`src/rtl/jlf_pkg.sv`:
```
package jlf_pkg;

    typedef enum logic [2:0] {
        OP_NOP  = 3'd0,
        OP_ADDI = 3'd1,
        OP_LOAD = 3'd2,
        OP_JR   = 3'd3,
        OP_JALR = 3'd4,
        OP_JAL  = 3'd5,
        OP_BAL  = 3'd6
    } op_e;

    function automatic logic op_reads_rs(op_e op);
        return (op == OP_ADDI) || (op == OP_LOAD) || (op == OP_JR) || (op == OP_JALR);
    endfunction

    function automatic logic op_links(op_e op);
        return (op == OP_JAL) || (op == OP_BAL) || (op == OP_JALR);
    endfunction

    function automatic logic op_reg_jump(op_e op);
        return (op == OP_JR) || (op == OP_JALR);
    endfunction

endpackage

```
`src/rtl/jlf_rs_fwd.sv`:
```
module jlf_rs_fwd #(
    parameter int XLEN = 32,
    parameter int RIDX = 5,
    parameter int NSRC = 3
) (
    input  logic [RIDX-1:0]           rs_i,
    input  logic [XLEN-1:0]           rf_data_i,
    // index 0 is oldest (lowest priority), NSRC-1 newest
    input  logic [NSRC-1:0]           src_we_i,
    input  logic [NSRC-1:0][RIDX-1:0] src_dest_i,
    input  logic [NSRC-1:0][XLEN-1:0] src_data_i,
    output logic [XLEN-1:0]           value_o
);

    logic rs_is_zero;
    assign rs_is_zero = (rs_i == '0);

    always_comb begin
        value_o = rs_is_zero ? '0 : rf_data_i;
        for (int i = 0; i < NSRC; i++) begin
            if (!rs_is_zero && src_we_i[i] && (src_dest_i[i] == rs_i)) begin
                value_o = src_data_i[i];
            end
        end
    end

    always_comb begin
        p_zero_reads_zero_r3: assert (!rs_is_zero || (value_o == '0));
    end

endmodule

```
`src/rtl/jlf_hazard.sv`:
```
module jlf_hazard #(
    parameter int RIDX = 5
) (
    input  logic              id_valid_i,
    input  jlf_pkg::op_e      id_op_i,
    input  logic [RIDX-1:0]   id_rs_i,
    input  logic              ex_we_i,
    input  logic              ex_is_load_i,
    input  logic [RIDX-1:0]   ex_dest_i,
    output logic              stall_o
);
    import jlf_pkg::*;

    logic uses_rs;
    logic dep;

    assign uses_rs = id_valid_i && op_reads_rs(id_op_i) && (id_rs_i != '0);
    assign dep     = ex_we_i && ex_is_load_i && (ex_dest_i == id_rs_i);
    assign stall_o = uses_rs && dep;

    always_comb begin
        p_link_no_stall_r5: assert (!((id_op_i == OP_JAL || id_op_i == OP_BAL) && stall_o));
    end

endmodule

```
`src/rtl/jlf_ex_stage.sv`:
```
module jlf_ex_stage #(
    parameter int XLEN        = 32,
    parameter int RIDX        = 5,
    parameter int LINK_REG    = 31,
    parameter int LINK_OFFSET = 8
) (
    input  logic            clk,
    input  logic            rst_n,
    input  logic            stall_i,
    input  logic            id_valid_i,
    input  jlf_pkg::op_e    id_op_i,
    input  logic [RIDX-1:0] id_rd_i,
    input  logic [XLEN-1:0] id_rs_value_i,
    input  logic [XLEN-1:0] id_imm_i,
    input  logic [XLEN-1:0] id_restart_pc_i,
    output logic            we_o,
    output logic [RIDX-1:0] dest_o,
    output logic [XLEN-1:0] result_o,
    output logic            is_load_o
);
    import jlf_pkg::*;

    localparam logic [RIDX-1:0] LinkIdx = RIDX'(LINK_REG);
    localparam logic [XLEN-1:0] LinkAdd = XLEN'(LINK_OFFSET);

    typedef struct packed {
        logic            valid;
        op_e             op;
        logic [RIDX-1:0] rd;
        logic [XLEN-1:0] opa;
        logic [XLEN-1:0] imm;
        logic [XLEN-1:0] pc;
    } ex_state_t;

    ex_state_t state_d, state_q;

    always_comb begin
        state_d = state_q;
        if (id_valid_i && !stall_i) begin
            state_d.valid = 1'b1;
            state_d.op    = id_op_i;
            state_d.rd    = id_rd_i;
            state_d.opa   = id_rs_value_i;
            state_d.imm   = id_imm_i;
            state_d.pc    = id_restart_pc_i;
        end else begin
            state_d.valid = 1'b0;
            state_d.op    = OP_NOP;
        end
    end

    always_ff @(posedge clk) begin
        if (!rst_n) begin
            state_q <= '{valid: 1'b0, op: OP_NOP, rd: '0, opa: '0, imm: '0, pc: '0};
        end else begin
            state_q <= state_d;
        end
    end

    // link injection happens here, in EX, not in the ID operand mux
    logic writes;
    always_comb begin
        writes    = 1'b0;
        dest_o    = state_q.rd;
        result_o  = state_q.opa + state_q.imm;
        is_load_o = state_q.valid && (state_q.op == OP_LOAD);
        case (state_q.op)
            OP_ADDI, OP_LOAD: writes = 1'b1;
            OP_JALR: begin
                writes   = 1'b1;
                result_o = state_q.pc + LinkAdd;
            end
            OP_JAL, OP_BAL: begin
                writes   = 1'b1;
                dest_o   = LinkIdx;
                result_o = state_q.pc + LinkAdd;
            end
            default: writes = 1'b0;
        endcase
        we_o = state_q.valid && writes && (dest_o != '0);
    end

    p_bubble_after_stall_r4: assert property (@(posedge clk) disable iff (!rst_n)
        stall_i |=> !we_o);

    p_link_value_r7: assert property (@(posedge clk) disable iff (!rst_n)
        (id_valid_i && !stall_i && op_links(id_op_i)) |=>
            (result_o == $past(id_restart_pc_i) + LinkAdd));

    p_no_write_r0_r11: assert property (@(posedge clk) disable iff (!rst_n)
        we_o |-> (dest_o != '0));

endmodule

```
`src/rtl/jlink_fwd_slice.sv`:
```
module jlink_fwd_slice #(
    parameter int XLEN        = 32,
    parameter int RIDX        = 5,
    parameter int LINK_REG    = 31,
    parameter int LINK_OFFSET = 8
) (
    input  logic            clk,
    input  logic            rst_n,
    input  logic            id_valid,
    input  logic [2:0]      id_op,
    input  logic [RIDX-1:0] id_rs,
    input  logic [RIDX-1:0] id_rd,
    input  logic [XLEN-1:0] id_imm,
    input  logic [XLEN-1:0] id_restart_pc,
    input  logic [XLEN-1:0] rf_rs_data,
    input  logic            mem_we,
    input  logic [RIDX-1:0] mem_dest,
    input  logic [XLEN-1:0] mem_result,
    input  logic            wb_we,
    input  logic [RIDX-1:0] wb_dest,
    input  logic [XLEN-1:0] wb_result,
    output logic [XLEN-1:0] id_rs_value,
    output logic            id_jump,
    output logic [XLEN-1:0] id_jump_target,
    output logic            stall,
    output logic            ex_we,
    output logic [RIDX-1:0] ex_dest,
    output logic [XLEN-1:0] ex_result,
    output logic            ex_is_load
);
    import jlf_pkg::*;

    localparam int NSRC = 3;

    op_e op;
    assign op = op_e'(id_op);

    logic [NSRC-1:0]           src_we;
    logic [NSRC-1:0][RIDX-1:0] src_dest;
    logic [NSRC-1:0][XLEN-1:0] src_data;

    assign src_we   = {ex_we,     mem_we,     wb_we};
    assign src_dest = {ex_dest,   mem_dest,   wb_dest};
    assign src_data = {ex_result, mem_result, wb_result};

    jlf_rs_fwd #(.XLEN(XLEN), .RIDX(RIDX), .NSRC(NSRC)) u_fwd (
        .rs_i       (id_rs),
        .rf_data_i  (rf_rs_data),
        .src_we_i   (src_we),
        .src_dest_i (src_dest),
        .src_data_i (src_data),
        .value_o    (id_rs_value)
    );

    jlf_hazard #(.RIDX(RIDX)) u_haz (
        .id_valid_i   (id_valid),
        .id_op_i      (op),
        .id_rs_i      (id_rs),
        .ex_we_i      (ex_we),
        .ex_is_load_i (ex_is_load),
        .ex_dest_i    (ex_dest),
        .stall_o      (stall)
    );

    jlf_ex_stage #(.XLEN(XLEN), .RIDX(RIDX), .LINK_REG(LINK_REG),
                   .LINK_OFFSET(LINK_OFFSET)) u_ex (
        .clk             (clk),
        .rst_n           (rst_n),
        .stall_i         (stall),
        .id_valid_i      (id_valid),
        .id_op_i         (op),
        .id_rd_i         (id_rd),
        .id_rs_value_i   (id_rs_value),
        .id_imm_i        (id_imm),
        .id_restart_pc_i (id_restart_pc),
        .we_o            (ex_we),
        .dest_o          (ex_dest),
        .result_o        (ex_result),
        .is_load_o       (ex_is_load)
    );

    assign id_jump        = id_valid && !stall && op_reg_jump(op);
    assign id_jump_target = id_rs_value;

    always_comb begin
        p_jump_not_stalled_r6: assert (!(id_jump && stall));
    end

endmodule

```
`config.mk`:
```
export PLATFORM = sky130hd
export DESIGN_NAME = jlink_fwd_slice
export DESIGN_NICKNAME = d
export VERILOG_FILES = /design/src/rtl/jlf_pkg.sv /design/src/rtl/jlf_rs_fwd.sv /design/src/rtl/jlf_hazard.sv /design/src/rtl/jlf_ex_stage.sv /design/src/rtl/jlink_fwd_slice.sv
export SDC_FILE = /design/constraint.sdc
export NUM_CORES = 1
export LEC_CHECK = 0
export BUFFER_PORTS_ARGS = -buffer_cell sky130_fd_sc_hd__clkbuf_2
export CORE_ASPECT_RATIO = 1.4
export CORE_MARGIN = 8
export CORE_UTILIZATION = 45
export DETAILED_ROUTE_END_ITERATION = 7
export PLACE_DENSITY = 0.73
export SYNTH_ARGS = -nofsm -noshare
export SYNTH_HDL_FRONTEND = slang
export SYNTH_SLANG_ARGS = --single-unit
```
`constraint.sdc`:
```
create_clock -name clk -period 5.45 [get_ports clk]
set_clock_uncertainty 0.2 [all_clocks]
set_input_delay 1.09 -clock clk [delete_from_list [all_inputs] [get_ports clk]]
set_output_delay 1.09 -clock clk [all_outputs]
set_load 0.05 [all_outputs]
```
Yosys cells after proc, flatten, opt, wreduce, memory -nomap -nowiden

Cells that the tools add are included.

Bits in registers: 105
Latch bits: 0
RAM bits: 0
Memory bits (read-only): 0
Output and inout bits: 105
Logic and storage cells: 57
Memories kept: 0

$add $sub $neg: 2
Multipliers: 0
Div/mod/pow operators: 0
$lt $le $gt $ge: 0
Equal/unequal tests: 12
Shift-type cells: 0
Multiplexer cells: 8
Bitwise gates (word level): 0
Reduce and logical (&&, ||, !) cells: 29

Operator list:

| cell                    | number |
|---|---|
| $mux W32                | 5 |
| $add A32 B32 Y32        | 1 |
| $add A32 B4 Y32 const B | 1 |
| $logic_and A1 B1 Y1     | 16 |
| $eq A5 B5 Y1            | 3 |
| $eq A3 B3 Y1 const B    | 4 |
| $reduce_bool A5 Y1      | 2 |
| $eq A3 B2 Y1 const B    | 3 |
| $eq A3 B1 Y1 const B    | 2 |
| $logic_not A5 Y1        | 1 |
| $mux W5                 | 1 |
| $reduce_or A5 Y1        | 1 |
| $logic_or A1 B1 Y1      | 4 |
| $mux W4                 | 1 |
| $reduce_or A3 Y1        | 1 |
| $logic_not A1 Y1        | 2 |
| $reduce_and A2 Y1       | 1 |
| $reduce_or A2 Y1        | 1 |
| $mux W1                 | 1 |

Depth between registers and ports, before layout

Gate-level depths: netlist of run 1.

Depth in word-level cells: 11
Depth in mapped cells: 13
Gate-level depth less buffers: 11

By module

From an unflattened synthesis of run 1, not the netlist that was laid out.

Cell total of the unflattened synthesis: 1071
Area total of the unflattened synthesis: 8212.9 um2

By module, submodules not included:

| module          | instances | cells each | area each (um2) |
|---|---|---|---|
| jlf_ex_stage    | 1         | 840        | 6404.9 |
| jlf_rs_fwd      | 1         | 182        | 1451.4 |
| jlink_fwd_slice | 1         | 36         | 267.8 |
| jlf_hazard      | 1         | 13         | 88.8 |

Worst setup path before layout of run 1

No wires, ideal clock.

Path type: input port to output port
Start point: input id_rs[1]
End point: output id_rs_value[1]
Data arrival time: 4.083 ns
Slack: 0.077 ns
Stages on the path: 9
Path through: buf_2 -> nor3_1 -> and2_1 -> nor4_4 -> buf_4 -> buf_2 -> a21oi_1 -> o21ai_0 -> buf_4

Word-level cells in the longest chain between the ends: 7

RTL lines:

| element                           | line                  | RTL |
|---|---|---|
| start, declared                   | jlink_fwd_slice.sv:11 | `input logic [RIDX-1:0] id_rs,` |
| $logic_not A5 Y1                  | jlf_rs_fwd.sv:16      | `assign rs_is_zero = (rs_i == '0);` |
| $logic_not A1 Y1                  | jlf_rs_fwd.sv:21      | `if (!rs_is_zero && src_we_i[i] && (src_dest_i[i] == rs_i)) begin` |
| $logic_and A1 B1 Y1 (2 in series) | jlf_rs_fwd.sv:21      |  |
| $mux W32 (2 in series)            | jlf_rs_fwd.sv:21      |  |
| $mux W32 *                        | jlf_rs_fwd.sv:21      |  |
| end, declared                     | jlink_fwd_slice.sv:22 | `output logic [XLEN-1:0] id_rs_value,` |

Mark *: on every way between the ends. The rest lies on a longest branch, timed or not.

Worst setup path after layout of run 1

Start point: register u_ex.state_q[64] in the netlist's numbering
End point: output id_rs_value[26]

Word-level cells in the longest chain between the ends: 3

RTL lines:

| element                | line               | RTL |
|---|---|---|
| start, declared        | jlf_ex_stage.sv:35 | `ex_state_t state_d, state_q;` |
| start signal, assigned | jlf_ex_stage.sv:54 | `state_q <= '{valid: 1'b0, op: OP_NOP, rd: '0, opa: '0, imm: '0, pc: '0};` |
| start signal, assigned | jlf_ex_stage.sv:56 | `state_q <= state_d;` |
| $add A32 B32 Y32       | jlf_ex_stage.sv:65 | `result_o = state_q.opa + state_q.imm;` |
| $mux W32               | --                 |  |
| $mux W32               | jlf_rs_fwd.sv:21   |  |

Every way passes these cells.

==> impl_metrics.py, run 1 <==
metrics = {
    "floorplan": {
        "initial_core_util_pct": 45.86,
        "die_y_um": 175.9,
        "core_um2": 17920,
        "fp.dieW_um": 130.2,
        "ios": 293,
        "num_rows": 58,
        "dieArea_um2": 22910,
    },
    "synth": {
        "synth.most_common_cell": "nand2_1",
        "yosys.area.top_type": "dfxtp_1",
        "synth.net_count": 1372,
        "synth_common_cells": "nand2_1 (261), a21oi_1 (155), dfxtp_1 (105), nor2_1 (85), o21ai_0 (54)",
        "ys_seq_elements": 105,
        "syn_inst": 1151,
        "ys_top_cells_by_area": "dfxtp_1 (26%), nand2_1 (12%), a21oi_1 (9.4%)",
        "synth_warnings": 0,
        "seq_area_frac_synth_pct": 25.57,
        "netlist_area_um2": 8220,
        "synth_edf_count": 0,
        "synthArstFlopShare_pct": 0,
        "synth_flop_cell": "dfxtp_1",
        "syn_avg_cell_area_um2": 7.142,
        "yosys.area.top_type_share_pct": 25.57,
        "ys_types": 79,
    },
    "cts": {
        "cts_setup_buffers": 0,
        "worstSkewPairLatency_ps": 360,
        "path_clk_slew_ps": 70,
        "max-clock-path-buffers": 2,
        "cts-root-buf": "clkbuf_16",
        "cts_repair_resize_count": 0,
        "cts_tree": "done",
        "cts.htree.levels": 3,
        "cts_buffers": 9,
        "hold_buffers": 0,
        "clkSinkCount": 105,
    },
    "critical_path": {
        "critPathCaptureType": "output port",
        "cp_max_fo": 6,
        "rr_startpoint": "u_ex.state_q[102]",
        "start_kind": "flip-flop",
        "r2r_cells": 11,
        "cp_data_required_time_ps": 4160,
        "rr_endpoint": "u_ex.state_q[94]",
        "crit_type": "reg -> out",
        "rrSetupSlack_ps": 1840,
        "crit_arrival_ps": 3770,
    },
    "drt": {
        "vias_per_cell": 5.633,
        "vias": 9053,
        "ant_nets": 0,
        "wl_met2_um": 14880,
        "m1WireLength_um": 12230,
        "dr_wl_met3_um": 3202,
        "drt_iter0_drc": 698,
        "wl_per_cell_um": 19.59,
        "drt-total-wl_um": 31490,
        "drc_errors": 0,
        "first_pass_iters": 5,
        "highest_layer": "met5",
    },
    "layout": {
        "largest_register": "u_ex.state_q",
        "largest_register_ffs": 105,
        "top_regs": "u_ex.state_q (105)",
        "nNetsFinal": 1581,
        "synthToLayoutAreaGrowth_pct": 20.35,
        "drive_gt1_share_pct": 27.55,
        "stdcell_count": 1607,
    },
    "global_route": {
        "gr-total-overflow": 0,
        "antenna_found_initial": 6,
        "first_global_vias": 8763,
        "grt_max_degree": 96,
        "grt_usage_pct": 26.60,
        "grt_pass1_wl_um": 47370,
    },
    "place": {
        "dp_hpwl_um": 24940,
        "portBuffers": 292,
        "dp_cells": 1589,
        "routabilityCongestion": 0.9830,
    },
    "sta": {
        "period_needed_ps": 5056,
        "worst_slew_pin_slew_ps": 1064,
        "drv_slew": 0,
        "slew_headroom_pct": 29.04,
        "rsz0062_at_grt": "false",
        "fmax_ghz": 0.1978,
        "period_share_pct": 92.77,
        "hold_viol_final": 0,
        "fin_tns_setup_ps": 0,
        "finalSetupViolations": 0,
    },
    "min_path": {
        "hold_depth": 2,
        "holdPathEnd": "u_ex.state_q[14]",
        "worstHoldPathType": "reg -> reg",
        "holdCritStartpoint": "u_ex.state_q[14]",
    },
    "power_and_ir_drop": {
        "cellLeakagePower_uw": 0.004700,
        "ir_worst_vdd_mv": 0.1677,
        "power_density_nw_per_um2": 250.2,
    },
    "run_status": {
        "status": "completed",
    },
    "job": {
        "cap_violations": 0,
    },
}
routing by layer:
metal	vias up	GRT usage, %
met5	-	0
met4	10	11.70
met3	84	8.316
met2	398	44.64
met1	4139	30.12
li1	4422	-
where the power goes:
group	leakage, uW	internal (uW)	total, uW	switching (uW)
Combinational	0.00367	263	881	618
Clock	0.000162	422	738	316
Sequential	0.000868	814	856	42.2
worst max path at each step:
stage | start | end | slack [ps]
after floorplan | id_rs[1] | id_rs_value[1] | 80
after global placement | id_rs[1] | id_jump_target[4] | 780
after detailed placement | id_rs[1] | id_rs_value[26] | 730
after CTS | u_ex.state_q[64] | id_rs_value[26] | 470
after global routing | u_ex.state_q[32] | id_rs_value[26] | 230
final | u_ex.state_q[64] | id_rs_value[26] | 390
layout make-up:
class | count | area, um^2
multi-input combinational | 932 | 5532
antenna | 2 | 5.005
fill | 1820 | 8031
timing repair buffer | 304 | 1589
clock buffer | 10 | 239.0
inverter | 8 | 30.03
sequential | 105 | 2102
tap | 240 | 300.3
clock inverter | 6 | 96.34
worst max-delay path: stages, from the launching register on:
cell and delay [ps]:
dfxtp_1 340, ha_1 230, fa_1 230, a21o_1 140, nand4_1 140, a21oi_2 250, o2111ai_2 290, a2111oi_1 790
nor3_1 250, o41ai_4 420, clkbuf_2 340
layout by cell type, fill, tap and decap left out, types with 19 or more instances in the layout:
cell type and count:
dfxtp_1 105, xnor2_1 31, mux2_2 19, o21ai_0 54
xor2_1 22, clkbuf_2 292, ha_1 32, nor2_1 85
nand2_1 261, a21o_1 26, a21oi_1 155
kinds of logic after synthesis:
kind of cell	count (synthesis)	synth area share, %
DFF	105	25.57
and+or+nand+nor	496	28.01
buffers and inverters	114	7.412
xor gates and xnor gates	53	5.647
muxes	29	4.003
AOI/OAI and AO/OA	321	24.25
adders and majority gates	33	5.114
per-stage QoR:
step / hold slack [ps] / area, um^2 / util, % / worst slack, ps / total power (uW)
4_1_cts: 258.5 / 9888 / 55.17 / 466.6 / 2485
5_1_grt: 285.7 / 9888 / 55.17 / 225.2 / 2585
2_1_floorplan: 235.6 / 8220 / - / 76.56 / 1512
6_report: 256.2 / 9893 / 55.19 / 394.0 / 2475
3_5_place_dp: 248.1 / 9553 / 53.29 / 734.1 / 1749
3_3_place_gp: 243.0 / 9553 / 53.29 / 783.0 / 1743
(Power assumes the default switching activity.)
==> inputs of run 2 (changes only) <==
CORE_ASPECT_RATIO = 2   (was 1.4)
PLACE_DENSITY = 0.69   (was 0.73)
==> run 2 against run 1 <==
Die area rose by 0.88%. Clock-buffer cell count decreased by 1. Global-route usage increased by 0.43 points. Flip-flop and latch count unchanged. Power fell by 4.3%. Worst hold slack improved by 1.8 ps. Largest cell class unchanged. Final cell count shrank 1.5%. Clock power decreased by 16%.
==> impl_metrics.py, run 2 (synthesized netlist as in run 1, its figures left out) <==
metrics = {
    "run_status": {
        "status": "completed",
    },
    "layout": {
        "top_regs": "u_ex.state_q (105)",
        "fillerInstances": 1908,
        "n_antenna_cell": 0,
        "largest_register": "u_ex.state_q",
        "nNetsFinal": 1583,
        "largest_register_ffs": 105,
        "finish.utilization_pct": 54.07,
        "drive_gt1_share_pct": 27.65,
        "mostFrequentLayoutCell": "clkbuf_2",
        "synthToLayoutAreaGrowth_pct": 19.25,
        "final_cell_mix": "clkbuf_2 (292), nand2_1 (261), a21oi_1 (155), dfxtp_1 (105), nor2_1 (85)",
    },
    "cts": {
        "cts_buffers": 9,
        "cts-root-buf": "clkbuf_16",
        "cts_tree": "done",
        "hold_buffers": 0,
        "cts.htree.levels": 3,
        "clkSinkCount": 105,
        "max-clock-path-buffers": 2,
        "cts_repair_resize_count": 0,
        "cts_setup_buffers": 0,
        "worstSkewPairLatency_ps": 360,
        "path_clk_slew_ps": 70,
    },
    "place": {
        "routabilityCongestion": 0.9202,
        "dp_hpwl_um": 26140,
        "place_ws_ps": 697.3,
        "portBuffers": 292,
    },
    "min_path": {
        "worstHoldPathType": "reg -> reg",
        "holdPathEnd": "u_ex.state_q[14]",
        "holdCritStartpoint": "u_ex.state_q[14]",
        "hold_depth": 2,
    },
    "sta": {
        "rsz0062_at_grt": "false",
        "hold_viol_final": 0,
        "slew_headroom_pct": 29.90,
        "hold_slack_ps": 257.9,
        "fin_tns_setup_ps": 0,
        "fmax_ghz": 0.1967,
        "finalSetupViolations": 0,
        "drv_slew": 0,
        "worst_slew_pin_slew_ps": 1052,
        "period_share_pct": 93.30,
        "period_needed_ps": 5085,
        "setup_slack_ps": 365.1,
    },
    "critical_path": {
        "critPathCaptureType": "output port",
        "crit_cells": 10,
        "rrSetupSlack_ps": 1870,
        "rr_startpoint": "u_ex.state_q[101]",
        "rr_endpoint": "u_ex.state_q[94]",
        "crit_arrival_ps": 3790,
        "crit_family": "compound AO/OA/AOI/OAI gates",
        "r2r_cells": 11,
        "cp_slowest_cell": "a2111oi_1",
        "cp_max_fo": 6,
        "worst-path-buf-inv": 1,
        "start_kind": "flip-flop",
        "cp_cell_sequence": "ha_1, fa_1, a21o_1, nand4_1, a21oi_2, o2111ai_2, a2111oi_1, nor3_1, o41ai_4, clkbuf_2",
        "cp_data_required_time_ps": 4160,
        "max_stage_delay_ps": 830,
        "crit_type": "reg -> out",
    },
    "job": {
        "cap_violations": 0,
    },
    "power_and_ir_drop": {
        "power_density_nw_per_um2": 241.6,
        "swShare_pct": 41.25,
        "pwr-share-seq_pct": 36.1,
        "p_int_uw": 1391,
        "ir_worst_vdd_mv": 0.1416,
        "cellLeakagePower_uw": 0.004678,
        "p_comb_share_pct": 37.7,
        "clock_power_share_pct": 26.2,
        "p_switching_uw": 977.0,
        "power.total_uw": 2368,
    },
    "global_route": {
        "antenna_found_initial": 0,
        "first_global_vias": 9093,
        "gr-total-overflow": 0,
        "grt_usage_pct": 27.03,
        "grt_max_degree": 100,
        "grt_pass1_wl_um": 49630,
    },
    "drt": {
        "vias_per_cell": 5.646,
        "drt_iter0_drc": 593,
        "ant_nets": 0,
        "first_pass_iters": 5,
        "drc_errors": 0,
        "drt-total-wl_um": 31500,
        "wl_per_cell_um": 19.90,
        "vias": 8937,
    },
    "floorplan": {
        "die_y_um": 207.1,
        "core_um2": 18130,
        "num_rows": 70,
        "initial_core_util_pct": 45.34,
        "ios": 293,
        "dieArea_um2": 23110,
        "fp.dieW_um": 111.6,
    },
}
## run 2: cell count changes in the layout (fill, tap and decap cells not counted), sizes merged
cell	delta
clkinv	+3
bufinv	-2
buf	+2
clkbuf	-1
diode	-2
## run 2: final cells by class
| class | instances | area (um^2) | area share [%] |
|---|---|---|---|
| inverter | 8 | 30.03 | 0.3063 |
| clock buffer | 9 | 225.2 | 2.297 |
| timing repair buffer | 306 | 1592 | 16.23 |
| sequential | 105 | 2102 | 21.44 |
| clock inverter | 7 | 52.55 | 0.5361 |
| tap | 216 | 270.3 | 2.757 |
| multi-input combinational | 932 | 5532 | 56.43 |
## run 2: how the worst max path moves through the flow
stage	from	to	slack [ps]
detailed placement	id_rs[1]	id_rs_value[26]	700
finish	u_ex.state_q[64]	id_rs_value[26]	370
global placement	id_rs[1]	id_jump_target[26]	740
global route	u_ex.state_q[33]	id_jump_target[23]	180
CTS	u_ex.state_q[32]	id_jump_target[28]	460
floorplan	id_rs[1]	id_rs_value[1]	80
## run 2: tightest hold or removal path, cell delays in order, from the launching register on
cell	delay [ps]
dfxtp_1	310
nand2_1	50
a21oi_1	50
## run 2: stage by stage
| step | area (um^2) | instances |
|---|---|---|
| after floorplan | 8220 | 1151 |
| after CTS | 9803 | 1583 |
| after global routing | 9803 | 1583 |
| final | 9803 | 1583 |
| after global placement | 9525 | 1567 |
| after detailed placement | 9525 | 1567 |
## run 2: power by group through the flow
stage / logic [uW] / clock network (uW) / registers (uW)
6_report: 892 / 621 / 855
5_1_grt: 956 / 664 / 861
4_1_cts: 895 / 637 / 854
3_3_place_gp: 888 / 0 / 871
2_1_floorplan: 656 / 0 / 856
3_5_place_dp: 892 / 0 / 872
## run 2: routing by layer
metal,vias to the layer above,track usage (%),share of wire (%)
met3,79,4.924,5.8
met2,347,50.01,53
met1,4098,27.69,36
met4,0,15.11,5.0
met5,-,0,0
li1,4413,-,-
==> inputs of run 3 (changes only) <==
PLACE_DENSITY = 0.7   (was 0.69)
==> run 3 against run 2 <==
Worst hold slack hardly changed. Flip-flop and latch count stayed put. Sequential share of layout area is 0.15 points lower. Largest cell class unchanged. Largest power group unchanged.
==> impl_metrics.py, run 3 (synthesized netlist as in run 1, its figures left out) <==
metrics = {
    "run_status": {
        "status": "completed",
    },
    "critical_path": {
        "cp_data_required_time_ps": 4160,
        "rr_endpoint": "u_ex.state_q[94]",
        "endpoint": "id_rs_value[28]",
        "rr_startpoint": "u_ex.state_q[102]",
        "cp_max_fo": 6,
        "crit_type": "reg -> out",
        "start_kind": "flip-flop",
        "critPathCaptureType": "output port",
        "r2r_cells": 11,
        "crit_arrival_ps": 3700,
        "worstSetupStartpoint": "u_ex.state_q[32]",
        "rrSetupSlack_ps": 1990,
    },
    "power_and_ir_drop": {
        "cellLeakagePower_uw": 0.004708,
        "ir_worst_vdd_mv": 0.1614,
        "power_density_nw_per_um2": 250.9,
    },
    "floorplan": {
        "num_rows": 70,
        "core_um2": 18130,
        "ios": 293,
        "initial_core_util_pct": 45.34,
        "die_y_um": 207.1,
        "dieArea_um2": 23110,
        "fp.dieW_um": 111.6,
    },
    "place": {
        "routabilityCongestion": 0.9575,
        "portBuffers": 292,
        "dp_cells": 1568,
        "dp_hpwl_um": 25660,
    },
    "cts": {
        "cts-root-buf": "clkbuf_16",
        "cts_setup_buffers": 0,
        "worstSkewPairLatency_ps": 350,
        "clkSinkCount": 105,
        "cts_repair_resize_count": 0,
        "cts_buffers": 9,
        "max-clock-path-buffers": 2,
        "hold_buffers": 0,
        "path_clk_slew_ps": 70,
        "cts_tree": "done",
        "cts.htree.levels": 3,
    },
    "layout": {
        "largest_register": "u_ex.state_q",
        "top_regs": "u_ex.state_q (105)",
        "final_cell_mix": "clkbuf_2 (292), nand2_1 (261), a21oi_1 (155), dfxtp_1 (105), nor2_1 (85)",
        "stdcell_count": 1584,
        "synthToLayoutAreaGrowth_pct": 20.12,
        "largest_register_ffs": 105,
        "drive_gt1_share_pct": 27.43,
        "mostFrequentLayoutCell": "clkbuf_2",
        "nNetsFinal": 1584,
    },
    "global_route": {
        "grt_pass1_wl_um": 48410,
        "antenna_found_initial": 1,
        "grt_max_degree": 100,
        "first_global_vias": 8955,
        "grt_usage_pct": 26.46,
        "gr-total-overflow": 0,
    },
    "sta": {
        "fin_tns_setup_ps": 0,
        "hold_slack_ps": 258.3,
        "finalSetupViolations": 0,
        "worst_slew_pin_slew_ps": 1056,
        "slew_headroom_pct": 29.57,
        "period_needed_ps": 4988,
        "fmax_ghz": 0.2005,
        "hold_viol_final": 0,
        "rsz0062_at_grt": "false",
        "period_share_pct": 91.51,
        "drv_slew": 0,
    },
    "min_path": {
        "worstHoldPathType": "reg -> reg",
        "holdCritStartpoint": "u_ex.state_q[1]",
    },
    "drt": {
        "drt_iter0_drc": 613,
        "vias_per_cell": 5.631,
        "ant_nets": 0,
        "vias": 8920,
        "first_pass_iters": 5,
        "drt-total-wl_um": 31280,
        "wl_per_cell_um": 19.75,
        "drc_errors": 0,
    },
    "job": {
        "cap_violations": 0,
    },
}
[run 3: metal layers]
metal | track usage [%] | share of wire, % | wire (um)
met5 | 0 | 0 | 0
met4 | 17.15 | 5.9 | 1838
met3 | 5.711 | 6.0 | 1892
met2 | 48.37 | 52 | 16140
met1 | 26.21 | 36 | 11410
[run 3: worst max-delay path, cell delays in order, from the launching register on]
cell	delay, ps
dfxtp_1	310
ha_1	240
fa_1	420
a21o_1	200
nand4_1	130
a21oi_2	100
o2111ai_2	370
a21oi_1	240
a41oi_1	390
xor2_1	140
a211oi_1	300
o21bai_1	180
clkbuf_2	320
[run 3: power breakdown]
part           switching, uW  total [uW]  internal [uW]
combinational            626         891            264
clock                    283         730            447
sequential              42.0         856            814
[run 3: stage by stage]
stage                     power (uW)  setup WS [ps]  cell area [um^2]  utilization [%]
after floorplan                 1512          76.56              8220                -
after global placement          1756          785.3              9545            52.65
after detailed placement        1762          707.6              9545            52.65
after CTS                       2493          501.1              9872            54.45
after global routing            2586          198.0              9874            54.47
final                           2477          462.5              9874            54.47
[run 3: worst min path at each step]
stage / end / cells after the start
after global routing: u_ex.state_q[62] / 2
after CTS: u_ex.state_q[1] / 2
after floorplan: u_ex.state_q[81] / 2
final: u_ex.state_q[1] / 2
after detailed placement: u_ex.state_q[1] / 2
after global placement: u_ex.state_q[1] / 2
[run 3: layout make-up]
cell class	count	area, um^2
Clock inverter	3	90.09
Antenna cell	1	2.502
Inverter	8	30.03
Clock buffer	12	236.5
Fill cell	1909	8255
Multi-Input combinational cell	932	5532
Sequential cell	105	2102
Timing Repair Buffer	307	1612
Tap cell	216	270.3
